File: config.mk
export PLATFORM = sky130hd
export DESIGN_NAME = len_timer
export DESIGN_NICKNAME = d
export VERILOG_FILES = /design/src/rtl/len_timer_pkg.sv /design/src/rtl/lt_enable_reg.sv /design/src/rtl/lt_count_next.sv /design/src/rtl/len_timer.sv
export SDC_FILE = /design/constraint.sdc
export NUM_CORES = 1
export LEC_CHECK = 0
export BUFFER_PORTS_ARGS = -buffer_cell sky130_fd_sc_hd__buf_2
export CELL_PAD_IN_SITES_DETAIL_PLACEMENT = 1
export CELL_PAD_IN_SITES_GLOBAL_PLACEMENT = 2
export CORE_ASPECT_RATIO = 2
export CORE_UTILIZATION = 26
export CTS_CLUSTER_DIAMETER = 120
export DETAILED_ROUTE_END_ITERATION = 10
export GPL_ROUTABILITY_DRIVEN = 0
export PLACE_DENSITY_LB_ADDON = 0.1
export SLEW_MARGIN = 25
export SYNTH_ARGS = -nofsm -noshare
export SYNTH_HDL_FRONTEND = slang
export SYNTH_SLANG_ARGS = --single-unit
File: constraint.sdc
create_clock -name clk -period 3.15 [get_ports clk]
set_input_delay 0.7875 -clock clk [delete_from_list [all_inputs] [get_ports clk]]
set_output_delay 0.7875 -clock clk [all_outputs]
set_load 0.03 [all_outputs]
File: src/rtl/len_timer_pkg.sv
package len_timer_pkg;
   typedef struct packed {
      logic trig;
      logic en;
   } lt_cmd_t;
endpackage

File: src/rtl/lt_enable_reg.sv
module lt_enable_reg #(
   parameter int DATA_W = 8,
   parameter int EN_BIT = 6
) (
   input  logic              clk,
   input  logic              rst_n,
   input  logic              pwr_on,
   input  logic              ctl_wr,
   input  logic              wr_en_bit,
   output logic              en_q,
   output logic              en_next,
   output logic              en_rise,
   output logic [DATA_W-1:0] rdata
);
   localparam logic [DATA_W-1:0] EN_MASK = DATA_W'(1) << EN_BIT;

   always_comb begin
      if (!pwr_on)     en_next = 1'b0;
      else if (ctl_wr) en_next = wr_en_bit;
      else             en_next = en_q;
   end

   assign en_rise = pwr_on && ctl_wr && wr_en_bit && !en_q;

   always_ff @(posedge clk or negedge rst_n) begin
      if (!rst_n) en_q <= 1'b0;
      else        en_q <= en_next;
   end

   assign rdata = ~EN_MASK | (en_q ? EN_MASK : '0);

   // enable cannot survive a powered-off cycle
   a_r10_off_clears_en: assert property (@(posedge clk) disable iff (!rst_n)
      !pwr_on |=> !en_q);
   // read-back follows the enable register
   a_r9_readback_bit: assert property (@(posedge clk) disable iff (!rst_n)
      (pwr_on && ctl_wr) |=> (rdata[EN_BIT] == $past(wr_en_bit)));
endmodule

File: src/rtl/lt_count_next.sv
module lt_count_next #(
   parameter int LEN_W     = 6,
   parameter bit EXTRA_CLK = 1'b1,
   localparam int CNT_W    = LEN_W + 1
) (
   input  logic [CNT_W-1:0] cnt_q,
   input  logic             pwr_on,
   input  logic             pwr_fall,
   input  logic             len_wr,
   input  logic [LEN_W-1:0] len_val,
   input  logic             ctl_wr,
   input  logic             trig,
   input  logic             en_q,
   input  logic             en_next,
   input  logic             en_rise,
   input  logic             win,
   input  logic             tick,
   output logic [CNT_W-1:0] cnt_d,
   output logic             hit_zero
);
   localparam logic [CNT_W-1:0] FULL = CNT_W'(1) << LEN_W;

   logic win_eff;
   generate
      if (EXTRA_CLK) begin : g_extra
         assign win_eff = win;
      end else begin : g_plain
         assign win_eff = 1'b0;
      end
   endgenerate

   logic [CNT_W-1:0] base;
   logic             dec_hit;

   always_comb begin
      // length load first; power-off clear only when no load
      if (len_wr)        base = FULL - {1'b0, len_val};
      else if (pwr_fall) base = '0;
      else               base = cnt_q;

      cnt_d   = base;
      dec_hit = 1'b0;
      if (ctl_wr && pwr_on) begin
         // enable edge first, then trigger reload, then full-value trim
         if (en_rise && win_eff && cnt_d != '0) begin
            cnt_d   = cnt_d - 1'b1;
            dec_hit = (cnt_d == '0);
         end
         if (trig && cnt_d == '0) cnt_d = FULL;
         if (trig && en_next && win_eff && cnt_d == FULL) cnt_d = FULL - 1'b1;
      end else if (!len_wr && pwr_on && tick && en_q && cnt_d != '0) begin
         cnt_d   = cnt_d - 1'b1;
         dec_hit = (cnt_d == '0);
      end
      hit_zero = dec_hit && (cnt_d == '0);
   end
endmodule

File: src/rtl/len_timer.sv
module len_timer #(
   parameter int LEN_W     = 6,
   parameter int DATA_W    = 8,
   parameter int EN_BIT    = 6,
   parameter int TRIG_BIT  = 7,
   parameter bit EXTRA_CLK = 1'b1,
   localparam int CNT_W    = LEN_W + 1
) (
   input  logic              clk,
   input  logic              rst_n,
   input  logic              pwr_on,
   input  logic              len_wr,
   input  logic [LEN_W-1:0]  len_val,
   input  logic              ctl_wr,
   input  logic [DATA_W-1:0] ctl_data,
   input  logic              len_tick,
   input  logic              extra_win,
   output logic [CNT_W-1:0]  count,
   output logic              expire,
   output logic [DATA_W-1:0] ctl_rdata
);
   import len_timer_pkg::*;

   localparam logic [CNT_W-1:0] FULL = CNT_W'(1) << LEN_W;

   generate
      if (LEN_W < 1 || LEN_W > 16) begin : g_bad_len
         $error("len_timer: LEN_W out of range");
      end
      if (EN_BIT >= DATA_W || TRIG_BIT >= DATA_W || EN_BIT == TRIG_BIT) begin : g_bad_bits
         $error("len_timer: control bit positions invalid");
      end
   endgenerate

   lt_cmd_t          cmd;
   logic             en_q, en_next, en_rise;
   logic             pwr_q, pwr_fall;
   logic [CNT_W-1:0] cnt_q, cnt_d;
   logic             hit_zero;
   logic             exp_q;

   assign cmd.trig = ctl_data[TRIG_BIT];
   assign cmd.en   = ctl_data[EN_BIT];

   always_ff @(posedge clk or negedge rst_n) begin
      if (!rst_n) pwr_q <= 1'b0;
      else        pwr_q <= pwr_on;
   end
   assign pwr_fall = pwr_q && !pwr_on;

   lt_enable_reg #(.DATA_W(DATA_W), .EN_BIT(EN_BIT)) u_en (
      .clk       (clk),
      .rst_n     (rst_n),
      .pwr_on    (pwr_on),
      .ctl_wr    (ctl_wr),
      .wr_en_bit (cmd.en),
      .en_q      (en_q),
      .en_next   (en_next),
      .en_rise   (en_rise),
      .rdata     (ctl_rdata)
   );

   lt_count_next #(.LEN_W(LEN_W), .EXTRA_CLK(EXTRA_CLK)) u_next (
      .cnt_q    (cnt_q),
      .pwr_on   (pwr_on),
      .pwr_fall (pwr_fall),
      .len_wr   (len_wr),
      .len_val  (len_val),
      .ctl_wr   (ctl_wr),
      .trig     (cmd.trig),
      .en_q     (en_q),
      .en_next  (en_next),
      .en_rise  (en_rise),
      .win      (extra_win),
      .tick     (len_tick),
      .cnt_d    (cnt_d),
      .hit_zero (hit_zero)
   );

   always_ff @(posedge clk or negedge rst_n) begin
      if (!rst_n) begin
         cnt_q <= '0;
         exp_q <= 1'b0;
      end else begin
         cnt_q <= cnt_d;
         exp_q <= hit_zero;
      end
   end

   assign count  = cnt_q;
   assign expire = exp_q;

   // counter never exceeds the full value
   a_r2_range: assert property (@(posedge clk) disable iff (!rst_n)
      cnt_q <= FULL);
   // a lone length write loads 64 - L
   a_r2_load: assert property (@(posedge clk) disable iff (!rst_n)
      (len_wr && !(ctl_wr && pwr_on)) |=> (cnt_q == FULL - {1'b0, $past(len_val)}));
   // an enabled tick on a nonzero counter takes exactly one count
   a_r3_tick_dec: assert property (@(posedge clk) disable iff (!rst_n)
      (pwr_on && len_tick && !len_wr && !ctl_wr && en_q && cnt_q != '0)
      |=> (cnt_q == $past(cnt_q) - 1'b1));
   // expire only with an empty counter
   a_r3_expire_zero: assert property (@(posedge clk) disable iff (!rst_n)
      expire |-> (cnt_q == '0));
   // expire is a single-cycle pulse while nothing is written
   a_r3_expire_pulse: assert property (@(posedge clk) disable iff (!rst_n)
      (expire && !ctl_wr) |=> !expire);

   generate
      if (EXTRA_CLK) begin : g_chk_extra
         // a trigger in the window with length enabled never leaves a full counter
         a_r6_trim_full: assert property (@(posedge clk) disable iff (!rst_n)
            (pwr_on && ctl_wr && cmd.trig && cmd.en && extra_win) |=> (cnt_q != FULL));
      end
   endgenerate
endmodule

# After elaboration in Yosys (flattened, before gate mapping)
# Cells that the tools add are included.
# word_totals
reg_bits	10
wordCells	44
inputBits	21
output_inout_bits	16
# op_classes
mux	15
eq_ne	1
n_reduce_logical	22
n_addsub	2
# op_table
operator	n
$mux W7	10
$logic_not A7 Y1	3
$logic_and A1 B1 Y1	15
$eq A7 B7 Y1 const B	1
$reduce_bool A7 Y1	1
$sub A7 B1 Y7 const B	1
$sub A7 B6 Y7 const A	1
$mux W1	5
$logic_not A1 Y1	3

# Longest topological paths before layout
# Gate-level depths: netlist of run 1.
# logic_depth
ltp_word	18
depth_mapped	14
depth_no_buf	14

# Cells and area by module
# Synthesis of run 1 repeated with hierarchy kept, for this count alone.
# hier_totals
hier_cells	125
hier_area_um2	1049.8
# modules_own_cells
mod	seq_area_each_um2	instances	area_per_inst_um2	cells_each
lt_count_next	0.0	1	695.7	102
len_timer	225.2	1	239.0	10
lt_enable_reg	25.0	1	115.1	13

# Worst setup path before layout of run 1
# Ideal clock, no wire load.
# synth_path
kind	input port to flip-flop
from	input port len_wr
to	register exp_q (netlist: expire)
setup_ns	0.105
slack_ns	-0.379
cell_stages	12
n_path_buf	2
required_time_ns	3.045
arrival_time_ns	3.423
cell_sequence	buf_2 -> nand2b_1 -> o21ai_0 -> inv_1 -> ha_1 -> clkbuf_1 -> and3_1 -> and3_1 -> o21ai_0 -> o41ai_2 -> mux2_2 -> nor4b_1
# synth_via
elab_chain_len	15
elab_cells_between_ends	26
classes_between	add/sub (1); eq/ne (1); mux (11); reduce/logical (13)
# synth_lines
item	line	rtl
start, declared	len_timer.sv:12	input logic len_wr,
parallel branches: the longest is 12 deep, another holds $sub A7 B1 Y7	--	
$mux W7 (*)	lt_count_next.sv:43	if (ctl_wr && pwr_on) begin
via cnt_d[0]	len_timer.sv:38	logic [CNT_W-1:0] cnt_q, cnt_d;
$logic_not A7 Y1 (*)	lt_count_next.sv:55	hit_zero = dec_hit && (cnt_d == '0);
$logic_and A1 B1 Y1 (*)	lt_count_next.sv:55	
via hit_zero	len_timer.sv:39	logic hit_zero;
end signal, assigned	len_timer.sv:86	exp_q <= hit_zero;
end, declared	len_timer.sv:40	logic exp_q;
# Mark *: on every way through the listed nets, which the timed path passes. The select of a mux whose other input is x is not followed.

# Final worst setup path of run 1
# layout_path
from	input port len_val[1]
to	register exp_q (netlist: expire)
# layout_via
elab_chain_len	16
elab_cells_between_ends	23
classes_between	add/sub (2); eq/ne (1); mux (11); reduce/logical (9)
# layout_lines
item	line	rtl
start, declared	len_timer.sv:13	input logic [LEN_W-1:0] len_val,
$sub A7 B6 Y7 (*)	lt_count_next.sv:37	if (len_wr) base = FULL - {1'b0, len_val};
$mux W7 (*)	lt_count_next.sv:37	
parallel branches: the longest is 11 deep, another holds $sub A7 B1 Y7	--	
$mux W7 (*)	lt_count_next.sv:43	
via cnt_d[0]	len_timer.sv:38	
$logic_not A7 Y1 (*)	lt_count_next.sv:55	
$logic_and A1 B1 Y1 (*)	lt_count_next.sv:55	
via hit_zero	len_timer.sv:39	
# Marked as above.

==> results.md, run 1 <==
* CTS Sinks at 10
* Worst Path Max Fanout at 3
* FF+latch count, synth at 10
* Cts hold-fix bufs at 0
* Io pins at 37
* Placed Cells at 281
* Sequential area share after synthesis at 0.2016
* Final worst setup slack at -0.1553 ns
* Leakage at 0.9089 nW
* Nets at 266
* Hold_ws at 0.4058 ns
* Total congestion overflow at 0
* Iter 0 DRT Violations at 38
* Number of routed nets with antenna violations at 0
* DR vias at 1612
* Final Routed Wirelength at 5752 um
* First-pass GRT wire length at 8514 um
* Residual DRC at 0
* Initial Util at 0.2699
* FF-to-FF path depth at 11
* Cell taking the most area after synthesis: dfrtp_1
* Final Max Slew Viols at 0
* Commonest non-fill, non-tap cell in the layout: buf_4
* CP startpoint: len_val[1]
* Clk root buf: clkbuf_8
* Die area at 5071 um2
* RR Endpoint: expire
* Minimum clock period at 3.305 ns
* Clock transition at path regs at 0.05 ns
* Finished Layout Cells at 295
* Max frequency at 0.3025 GHz
* Peak VDD IR at 0.1704 mV
* Worst R2R Start: pwr_q
* EDFF count, synth at 0
* Commonest cells after routing, fill and taps aside: buf_4 (59), buf_2 (21), nand2_1 (14)
* Final clock period utilization by the worst path at 1.049
* Netlist cell types at 56
* CP endpoint kind: register
* Endpoints failing setup at 7
* Dpl hpwl at 4620 um
* Chip Height at 99.71 um
* Synth top area share at 0.2016
* Max cap viols at 0
* Clock Path Buffers at 2
* Count of port buffers added during placement at 23
* Clk Latency, worst-skew pair at 0.23 ns
* Pre-Repair DR Iteration Count at 4
* Fraction of registers with async set/reset at 1.000
* Htree depth at 1
* Area growth syn-to-layout at 69.76%
* Req. time, crit path at 3.26 ns
* Dpl ws at -0.5749 ns
* Hold Path Class: in -> async
* Syn Std Cell Area at 1241 um2
* Multi-input logic area at 1096 um2
* Worst reg2reg setup slack at 0.25 ns
* Ys Warns at 0
* Sequential cell area at 250.2 um2
* Wirelength per Cell at 19.50 um
* Vias per cell at 5.464
* Arr. time, crit path at 3.42 ns
* TritonCTS Buffers at 3
* Antenna diode count at 0
* CTS tree: done
* CP startpoint kind: primary input
* Area contributors post-synth: dfrtp_1 (20%), a21oi_1 (5.2%), buf_4 (4.8%)
* Gr usage total at 0.2291
* Worst Skew at 0.0005660 ns
* Placement-stage cell area at 1804 um2
* Post-Route Utilization at 0.4582
* Vias in the first global route at 1766
* Post-route cell area at 2107 um2
* Share of cells above drive strength 1 at 0.5417
* Final hold violation count at 0
* # fillers at 583
* Crit Path Category: in -> reg
* Die width at 50.86 um
* RSZ-0062 raised after global routing: yes
* Violated checks: setup timing
* Outcome: finished with violations
* Power Density at 324.0 nW/um2
* # rows at 35
* Mapped Avg Cell Area at 7.806 um2
* Core region area at 4598 um2
* Syn Inst Count at 159
* Most used DFF post-synth: dfrtp_1
* Largest net degree at the start of global routing at 13
* Antenna violations before repair at 0
registers in the layout (all words and copies together) (netlist names):
signal / count
count: 7
expire: 1
pwr_q: 1
u_en.en_q: 1
where the power goes:
group	switching [W]	internal (W)
clock network	0.0000486	0.000110
logic	0.000212	0.000161
registers	0.0000106	0.000140
total	0.000272	0.000411
Yosys cell counts (all sizes together) (2+ instances only):
library cell,number
buf,11
nor2b,2
a31o,2
nand2,14
a21oi,13
nand3,7
xnor2,4
and3,2
nor3,8
or4,2
o21ai,9
a31oi,4
nor4,3
o2111ai,2
a32oi,2
and2,3
ha,4
a21o,4
nor2,9
inv,7
dfrtp,10
a2bb2oi,2
a211oi,2
nor3b,2
nand4,4
nand2b,5
through the flow:
stage / power [W] / setup TNS (ns)
4_1_cts: 0.0006563 / -0.9100
3_5_place_dp: 0.0004774 / -3.967
2_1_floorplan: 0.0003274 / -0.06798
5_1_grt: 0.0007164 / -1.292
6_report: 0.0006827 / -0.7971
3_3_place_gp: 0.0004702 / -3.323
worst max-delay path, stage by stage:
cell	delay, ns
buf_12	0.12
inv_12	0.05
ha_4	0.14
nor3b_4	0.21
mux2i_2	0.10
or4_4	0.50
or4_4	0.44
and2_4	0.18
a21o_4	0.22
o41ai_4	0.38
mux2_2	0.25
nor4b_2	0.05
how the worst max path moves through the flow:
stage / endpoint / slack [ns]
2_1_floorplan: expire / -0.07
3_3_place_gp: expire / -0.49
3_5_place_dp: count[5] / -0.57
4_1_cts: expire / -0.17
5_1_grt: count[3] / -0.22
6_report: expire / -0.16
cells by family (layout without fill, tap and decap cells):
logic type / count (synthesis) / in the layout / share of synthesized area
compound gates: 52 / 52 / 0.3065
xor+xnor: 5 / 5 / 0.03528
fa+ha+maj: 4 / 4 / 0.04032
buf+inv: 19 / 94 / 0.08367
flops: 10 / 10 / 0.2016
mux: 2 / 2 / 0.01714
other cells: 1 / 7 / 0.003021
simple gates: 66 / 66 / 0.3125
timing repair:
| action | in CTS | in global routing |
|---|---|---|
| endpoints found under the setup margin | 8 | 7 |
| gates resized for setup | 18 | 24 |
| gates cloned | 0 | 0 |
| setup buffers | 5 | 6 |
| pin swaps | 4 | 12 |
per-layer routing:
layer / up-vias / wire [um] / GRT usage
li1: 753 / - / -
met5: - / 0 / 0
met4: 0 / 231 / 0.1303
met1: 802 / 1912 / 0.2004
met3: 12 / 109 / 0.01376
met2: 45 / 3498 / 0.4738
cell type report:
type                            instances  area share
Clock buffer                            4     0.02613
Inverter                                7     0.02197
Multi-Input combinational cell        136      0.5202
Sequential cell                        10      0.1188
Tap cell                               55     0.03266
Timing Repair Buffer                   83      0.2803
No activity file was read; power rests on OpenSTA's default activity.
==> run 2, diff against run 1 <==
Settings changed: CORE_UTILIZATION 26 to 25, SYNTH_HIERARCHICAL from default to 1.
==> results.md, run 2 <==
* Outcome: finished, final reports clean
* Commonest cells after routing, fill and taps aside: buf_2 (23), buf_4 (17), nand2_1 (14)
* Hold_ws at 0.4045 ns (-0.001296 ns)
* Mapped Avg Cell Area at 8.398 um2 (+7.6%)
* CP endpoint kind: register
* Vias in the first global route at 1232 (-30%)
* Cell taking the most area after synthesis: dfrtp_1
* Worst Skew at 0.002968 ns (+0.002402 ns)
* Post-route cell area at 1358 um2 (-36%)
* CP startpoint kind: primary input
* Endpoints failing setup at 0 (-7)
* Top post-synthesis cells by count: nand2_1 (14), dfrtp_1 (10), buf_4 (8)
* Post-CTS Setup Inserts at 0 (-5)
* Antenna diode count at 0 (unchanged)
* Gr usage total at 0.1800 (-0.04911)
* Clk root buf: clkbuf_8
* Most frequent cell after synthesis: nand2_1
* Wirelength per Cell at 16.06 um (-18%)
* Antenna violations before repair at 0 (unchanged)
* Final clock period utilization by the worst path at 0.9401 (-0.1092)
* DR vias at 1088 (-33%)
* Netlist cell types at 56 (unchanged)
* Sequential area share after synthesis at 0.2384 (+0.03677)
* Leakage at 0.6116 nW (-33%)
* Max cap viols at 0 (unchanged)
* Post-CTS sizing at 0 (-18)
* Ys Warns at 6 (+6)
* Max reg flops at 7 (unchanged)
* Initial Util at 0.2594 (-0.01050)
* Peak VDD IR at 0.1643 mV (-3.6%)
* Sequential cell area at 250.2 um2 (unchanged)
* DR WL met2 at 2076 um (-41%)
* Count of port buffers added during placement at 23 (unchanged)
* Arr. time, crit path at 3.15 ns (-0.27 ns)
* Io pins at 37 (unchanged)
* Hold Path Class: in -> async
* Worst Path Max Fanout at 6 (+3)
* Area contributors post-synth: dfrtp_1 (24%), buf_4 (5.7%), nand2_1 (5.0%)
* Area growth syn-to-layout at 29.32%
* FF-to-FF path depth at 9 (-2)
* TritonCTS Buffers at 3 (unchanged)
* Final Routed Wirelength at 3452 um (-40%)
* CTS Sinks at 10 (unchanged)
* Total congestion overflow at 0 (unchanged)
* Normalized max-slew margin at 0.5042
* Vias per cell at 5.060 (-7.4%)
* Uppermost layer routed: met4
* Fraction of registers with async set/reset at 1.000 (unchanged)
* Clk Latency, worst-skew pair at 0.25 ns (+0.02 ns)
* # fillers at 546 (-6.3%)
* Pwr Total at 0.0005131 W (-25%)
* Post-Route Utilization at 0.3355 (-0.1227)
* RR Endpoint: count[0]
* Multi-input logic area at 729.5 um2 (-33%)
* FF+latch count, synth at 10 (unchanged)
* Power Density at 378.0 nW/um2 (+17%)
* Cts hold-fix bufs at 0 (unchanged)
* Largest net degree at the start of global routing at 14 (+1)
* Max frequency at 0.3377 GHz (+12%)
* Iter 0 DRT Violations at 17 (-55%)
* Final worst setup slack at 0.1886 ns (+0.3439 ns)
* First-pass GRT wire length at 5616 um (-34%)
* Met3 WL at 101 um (-7.3%)
* Syn Std Cell Area at 1050 um2 (-15%)
* Most used DFF post-synth: dfrtp_1
* Worst R2R Start: pwr_q
* Share of cells above drive strength 1 at 0.3374 (-0.2042)
* Metal-1 WL at 1179 um (-38%)
* Final Max Slew Viols at 0 (unchanged)
* Nets at 188 (-29%)
* Syn Inst Count at 125 (-21%)
* Chip Height at 93.64 um (-6.1%)
* Core region area at 4046 um2 (-12%)
* Pre-Repair DR Iteration Count at 3 (-1)
* Placement-stage cell area at 1303 um2 (-28%)
* CP Capture Point: count[0]
* Residual DRC at 0 (unchanged)
* Die area at 4478 um2 (-12%)
* Pin slew with the least headroom to its limit at 0.7343 ns
* Clock transition at path regs at 0.05 ns (about the same)
* EDFF count, synth at 0 (unchanged)
* Htree depth at 1 (unchanged)
* Dpl hpwl at 2901 um (-37%)
* Die width at 47.82 um (-6.0%)
* Worst reg2reg setup slack at 0.57 ns (+0.32 ns)
* Commonest non-fill, non-tap cell in the layout: buf_2
* Clock Path Buffers at 2 (unchanged)
* CTS tree: done
* Synth top area share at 0.2384 (+0.03677)
* Final hold violation count at 0 (unchanged)
* Crit Path Category: in -> reg
* RSZ-0062 raised after global routing: no
* Dpl ws at -0.1038 ns (+0.4711 ns)
* Number of routed nets with antenna violations at 0 (unchanged)
* CP startpoint: len_val[0]
* Minimum clock period at 2.961 ns (-0.3439 ns)
* Req. time, crit path at 3.34 ns (+0.08 ns)
* # rows at 33 (-5.7%)
run 2: cell count changes in the layout (fill, tap and decap cells not counted), sizes merged, moves of 4 or more:
cell and change:
a31oi -4, nand2b -4, a21oi -10, buf -43, nor3 -7
run 2: worst min-delay path by stage:
stage	cells past startpoint	end	from
floorplan	0	count[0]	rst_n
global placement	1	count[6]	rst_n
detailed placement	1	count[6]	rst_n
CTS	1	count[6]	rst_n
global route	1	expire	rst_n
finish	1	expire	rst_n
run 2: where the power goes:
part | internal, W | switching [W] | total (W)
registers | 0.000139 | 0.00000880 | 0.000148
clock network | 0.000111 | 0.0000606 | 0.000171
logic | 0.0000763 | 0.000118 | 0.000194
run 2: per-layer routing:
| metal | track usage | up-vias |
|---|---|---|
| met2 | 0.3525 | 26 |
| li1 | - | 530 |
| met1 | 0.1653 | 525 |
| met3 | 0.01158 | 7 |
| met4 | 0.08333 | 0 |
| met5 | 0 | - |
run 2: through the flow:
stage | cells | TNS [ns]
5_1_grt | 215 | 0
6_report | 215 | 0
3_5_place_dp | 211 | -0.6194
3_3_place_gp | 211 | -0.7140
4_1_cts | 215 | 0
2_1_floorplan | 131 | 0
run 2: logic make-up (layout without fill, tap and decap cells):
logic type                 Yosys count  count (layout)  synth area share
and+or+nand+nor                     52              52            0.2789
adders and majority gates            3               3           0.03576
other                                1               7          0.003572
muxes                                4               4           0.04052
buffers and inverters               16              48           0.08818
DFF                                 10              10            0.2384
AOI/OAI and AO/OA                   33              33            0.2646
xor gates and xnor gates             6               6           0.05006
run 2: worst max-delay path: stages:
cell      delay, ns
buf_2          0.10
inv_1          0.05
ha_1           0.16
nor3b_1        0.28
buf_4          0.17
mux2_2         0.34
a2111o_1       0.38
a311o_1        0.39
a211o_1        0.39
nand2_1        0.09
run 2: cell type report:
type,instances,area share
multi-input cells,105,0.5373
flip-flops and latches,10,0.1843
repair buffers,40,0.1788
well taps,52,0.04793
clock buffers,4,0.04055
inverters,4,0.01106
==> run 3, diff against run 2 <==
Settings changed: ABC_AREA from default to 1, CORE_ASPECT_RATIO 2 to 0.7, CORE_MARGIN from default to 1.5, CORE_UTILIZATION 25 to 24.
==> results.md, run 3 <==
* Syn Inst Count at 201 (+61%)
* Final hold violation count at 0 (unchanged)
* Most used DFF post-synth: dfrtp_1
* Residual DRC at 0 (unchanged)
* Most numerous cell on the critical path: nand2_1
* Clock Path Buffers at 2 (unchanged)
* Core region area at 4913 um2 (+21%)
* Req. time, crit path at 3.28 ns (-0.06 ns)
* Most frequent cell after synthesis: nand2_1
* CP Cell Sequence: buf_2, inv_1, ha_1, nand2_1, nand2_2, inv_2, ha_4, nand3_2, buf_4, inv_1, nand3_1, nand2_1, nand3_1, nand2_2, nand2_1, nor2_2, nand2_2, nand3_1, nand2_1, nand2_1, inv_1, nand2_1, nor2_2
* GRT Max-Usage Layer: met1
* Iter 0 DRT Violations at 62 (+45)
* Dpl hpwl at 3723 um (+28%)
* Htree depth at 1 (unchanged)
* Total congestion overflow at 0 (unchanged)
* Sequential area share after synthesis at 0.1990 (-0.03937)
* Synth top area share at 0.2000 (-0.03838)
* FF+latch count, synth at 10 (unchanged)
* Arr. time, crit path at 3.06 ns (-0.09 ns)
* # fillers at 678 (+24%)
* Power Density at 351.2 nW/um2 (-7.1%)
* Nets at 284 (+51%)
* Vias per cell at 4.437 (-12%)
* Clk root buf: clkbuf_8
* Max reg flops at 7 (unchanged)
* Vias in the first global route at 1451 (+18%)
* Fraction of registers with async set/reset at 1.000 (unchanged)
* Peak VDD IR at 0.1585 mV (-3.5%)
* CP startpoint: len_val[0]
* CTS Sinks at 10 (unchanged)
* Post-Route Utilization at 0.3547 (+0.01923)
* Worst R2R Start: pwr_q
* Max cap viols at 0 (unchanged)
* CTS tree: done
* Outcome: finished, final reports clean
* Number of routed nets with antenna violations at 0 (unchanged)
* Final Max Slew Viols at 0 (unchanged)
* Io pins at 37 (unchanged)
* Die area at 5690 um2 (+27%)
* # rows at 21 (-36%)
* Antenna diode count at 0 (unchanged)
* Netlist cell types at 29 (-48%)
* Final clock period utilization by the worst path at 0.9310 (-0.009079)
* Worst Path Max Fanout at 4 (-2)
* Antenna violations before repair at 0 (unchanged)
* Leakage at 0.9792 nW (+60%)
* Gr usage total at 0.1711 (-0.008916)
* Mapped Avg Cell Area at 6.256 um2 (-26%)
* Final worst setup slack at 0.2172 ns (+0.02860 ns)
* Pwr Total at 0.0006121 W (+19%)
* CP endpoint kind: register
* RSZ-0062 raised after global routing: no
* Clock transition at path regs at 0.05 ns (about the same)
* Grt met3 use at 0.03801 (+0.02642)
* Crit Path Category: in -> reg
* Pre-Repair DR Iteration Count at 4 (+1)
* Top post-synthesis cells by count: nand2_1 (67), inv_1 (24), nand3_1 (24)
* Syn Std Cell Area at 1257 um2 (+20%)
* Area contributors post-synth: nand2_1 (20%), dfrtp_1 (20%), nand3_1 (9.6%)
* Initial Util at 0.2559 (-0.003511)
* Ys Warns at 6 (unchanged)
* Share of cells above drive strength 1 at 0.3798 (+0.04242)
* Die width at 89.52 um (+87%)
* Final Routed Wirelength at 4557 um (+32%)
* Minimum clock period at 2.933 ns (-0.02860 ns)
* Slowest-stage cell, CP: ha_1
* Count of port buffers added during placement at 23 (unchanged)
* EDFF count, synth at 0 (unchanged)
* Largest net degree at the start of global routing at 11 (-3)
* Worst Skew at 0.002209 ns (-0.0007591 ns)
* Endpoints failing setup at 0 (unchanged)
* First-pass GRT wire length at 7320 um (+30%)
* Commonest non-fill, non-tap cell in the layout: nand2_1
* Slowest stage delay, CP at 0.29 ns (-0.10 ns)
* Cell taking the most area after synthesis: nand2_1
* Area growth syn-to-layout at 38.61%
* Dpl ws at -0.1981 ns (-0.09428 ns)
* Chip Height at 63.56 um (-32%)
* Met1 track demand over resource at 0.2640 (+0.09875)
* DR vias at 1451 (+33%)
* Max frequency at 0.3410 GHz (+0.98%)
* Hold Path Class: in -> async
* CP startpoint kind: primary input
* Wirelength per Cell at 13.94 um (-13%)
* Commonest cells after routing, fill and taps aside: nand2_1 (67), buf_4 (33), inv_1 (23), buf_2 (23), nand3_1 (23)
* Clk Latency, worst-skew pair at 0.24 ns (about the same)
* GR Layer Usage met2 at 0.2406 (-0.1119)
* TritonCTS Buffers at 3 (unchanged)
==> run 3: final cells by class <==
class,instances,area (um2),share of cell area
Sequential cell,10,250.2,0.1436
Multi-Input combinational cell,161,897.1,0.5147
Tap cell,69,86.33,0.04953
Inverter,28,105.1,0.06030
Timing Repair Buffer,56,362.8,0.2082
Clock buffer,3,41.29,0.02369
==> run 3: where the power goes <==
part           total [W]  internal (W)  switching, W
Sequential      0.000150      0.000141    0.00000872
Clock           0.000135     0.0000838     0.0000513
Combinational   0.000327      0.000127      0.000200
Total           0.000612      0.000352      0.000260
==> run 3: cells by family (layout without fill, tap and decap cells) <==
kind of cell	Yosys count	count (layout)	synth area share
simple gates	135	136	0.5383
buf+inv	37	87	0.1403
compound gates	14	14	0.08260
flops	10	10	0.1990
fa+ha+maj	3	3	0.02985
other cells	1	7	0.002982
xor+xnor	1	1	0.006966
==> run 3: metrics by stage <==
stage	hold slack, ns	area [um2]	TNS (ns)	instances
after floorplan	0.4919	1280	0	207
after global placement	0.5823	1635	-0.5038	320
after detailed placement	0.6062	1635	-0.8018	320
after CTS	0.4069	1677	0	323
after global routing	0.4076	1743	0	327
final	0.4028	1743	0	327
==> run 3: worst paths after layout <==
kind                              to  slack [ns]  cells past startpoint
setup / recovery              expire        0.22                     23
hold / removal                 pwr_q        0.40                      1
setup reg to reg              expire        0.61                     21
hold reg to reg            u_en/en_q        0.62                      2
max in group asynchronous   count[2]        2.55                      1
min in group clk           u_en/en_q        0.62                      2
==> run 3: what timing repair did <==
action / in CTS / in global routing
setup endpoints to repair: 0 / 6
resized for setup: 0 / 8
hold buffers: 0 / 0
buffers inserted: 0 / 3
==> run 3: layer usage <==
metal  vias to the layer above  wire length, um
li1                        739                -
met1                       671             2411
met2                        37             1862
met3                         4              238
met4                         0               45
met5                         -                0
==> run 3: critical path: cells and delay by family <==
kind	cells	cell delay, ns
simple gates	15	1.32
buf+inv	6	0.48
fa+ha+maj	2	0.45
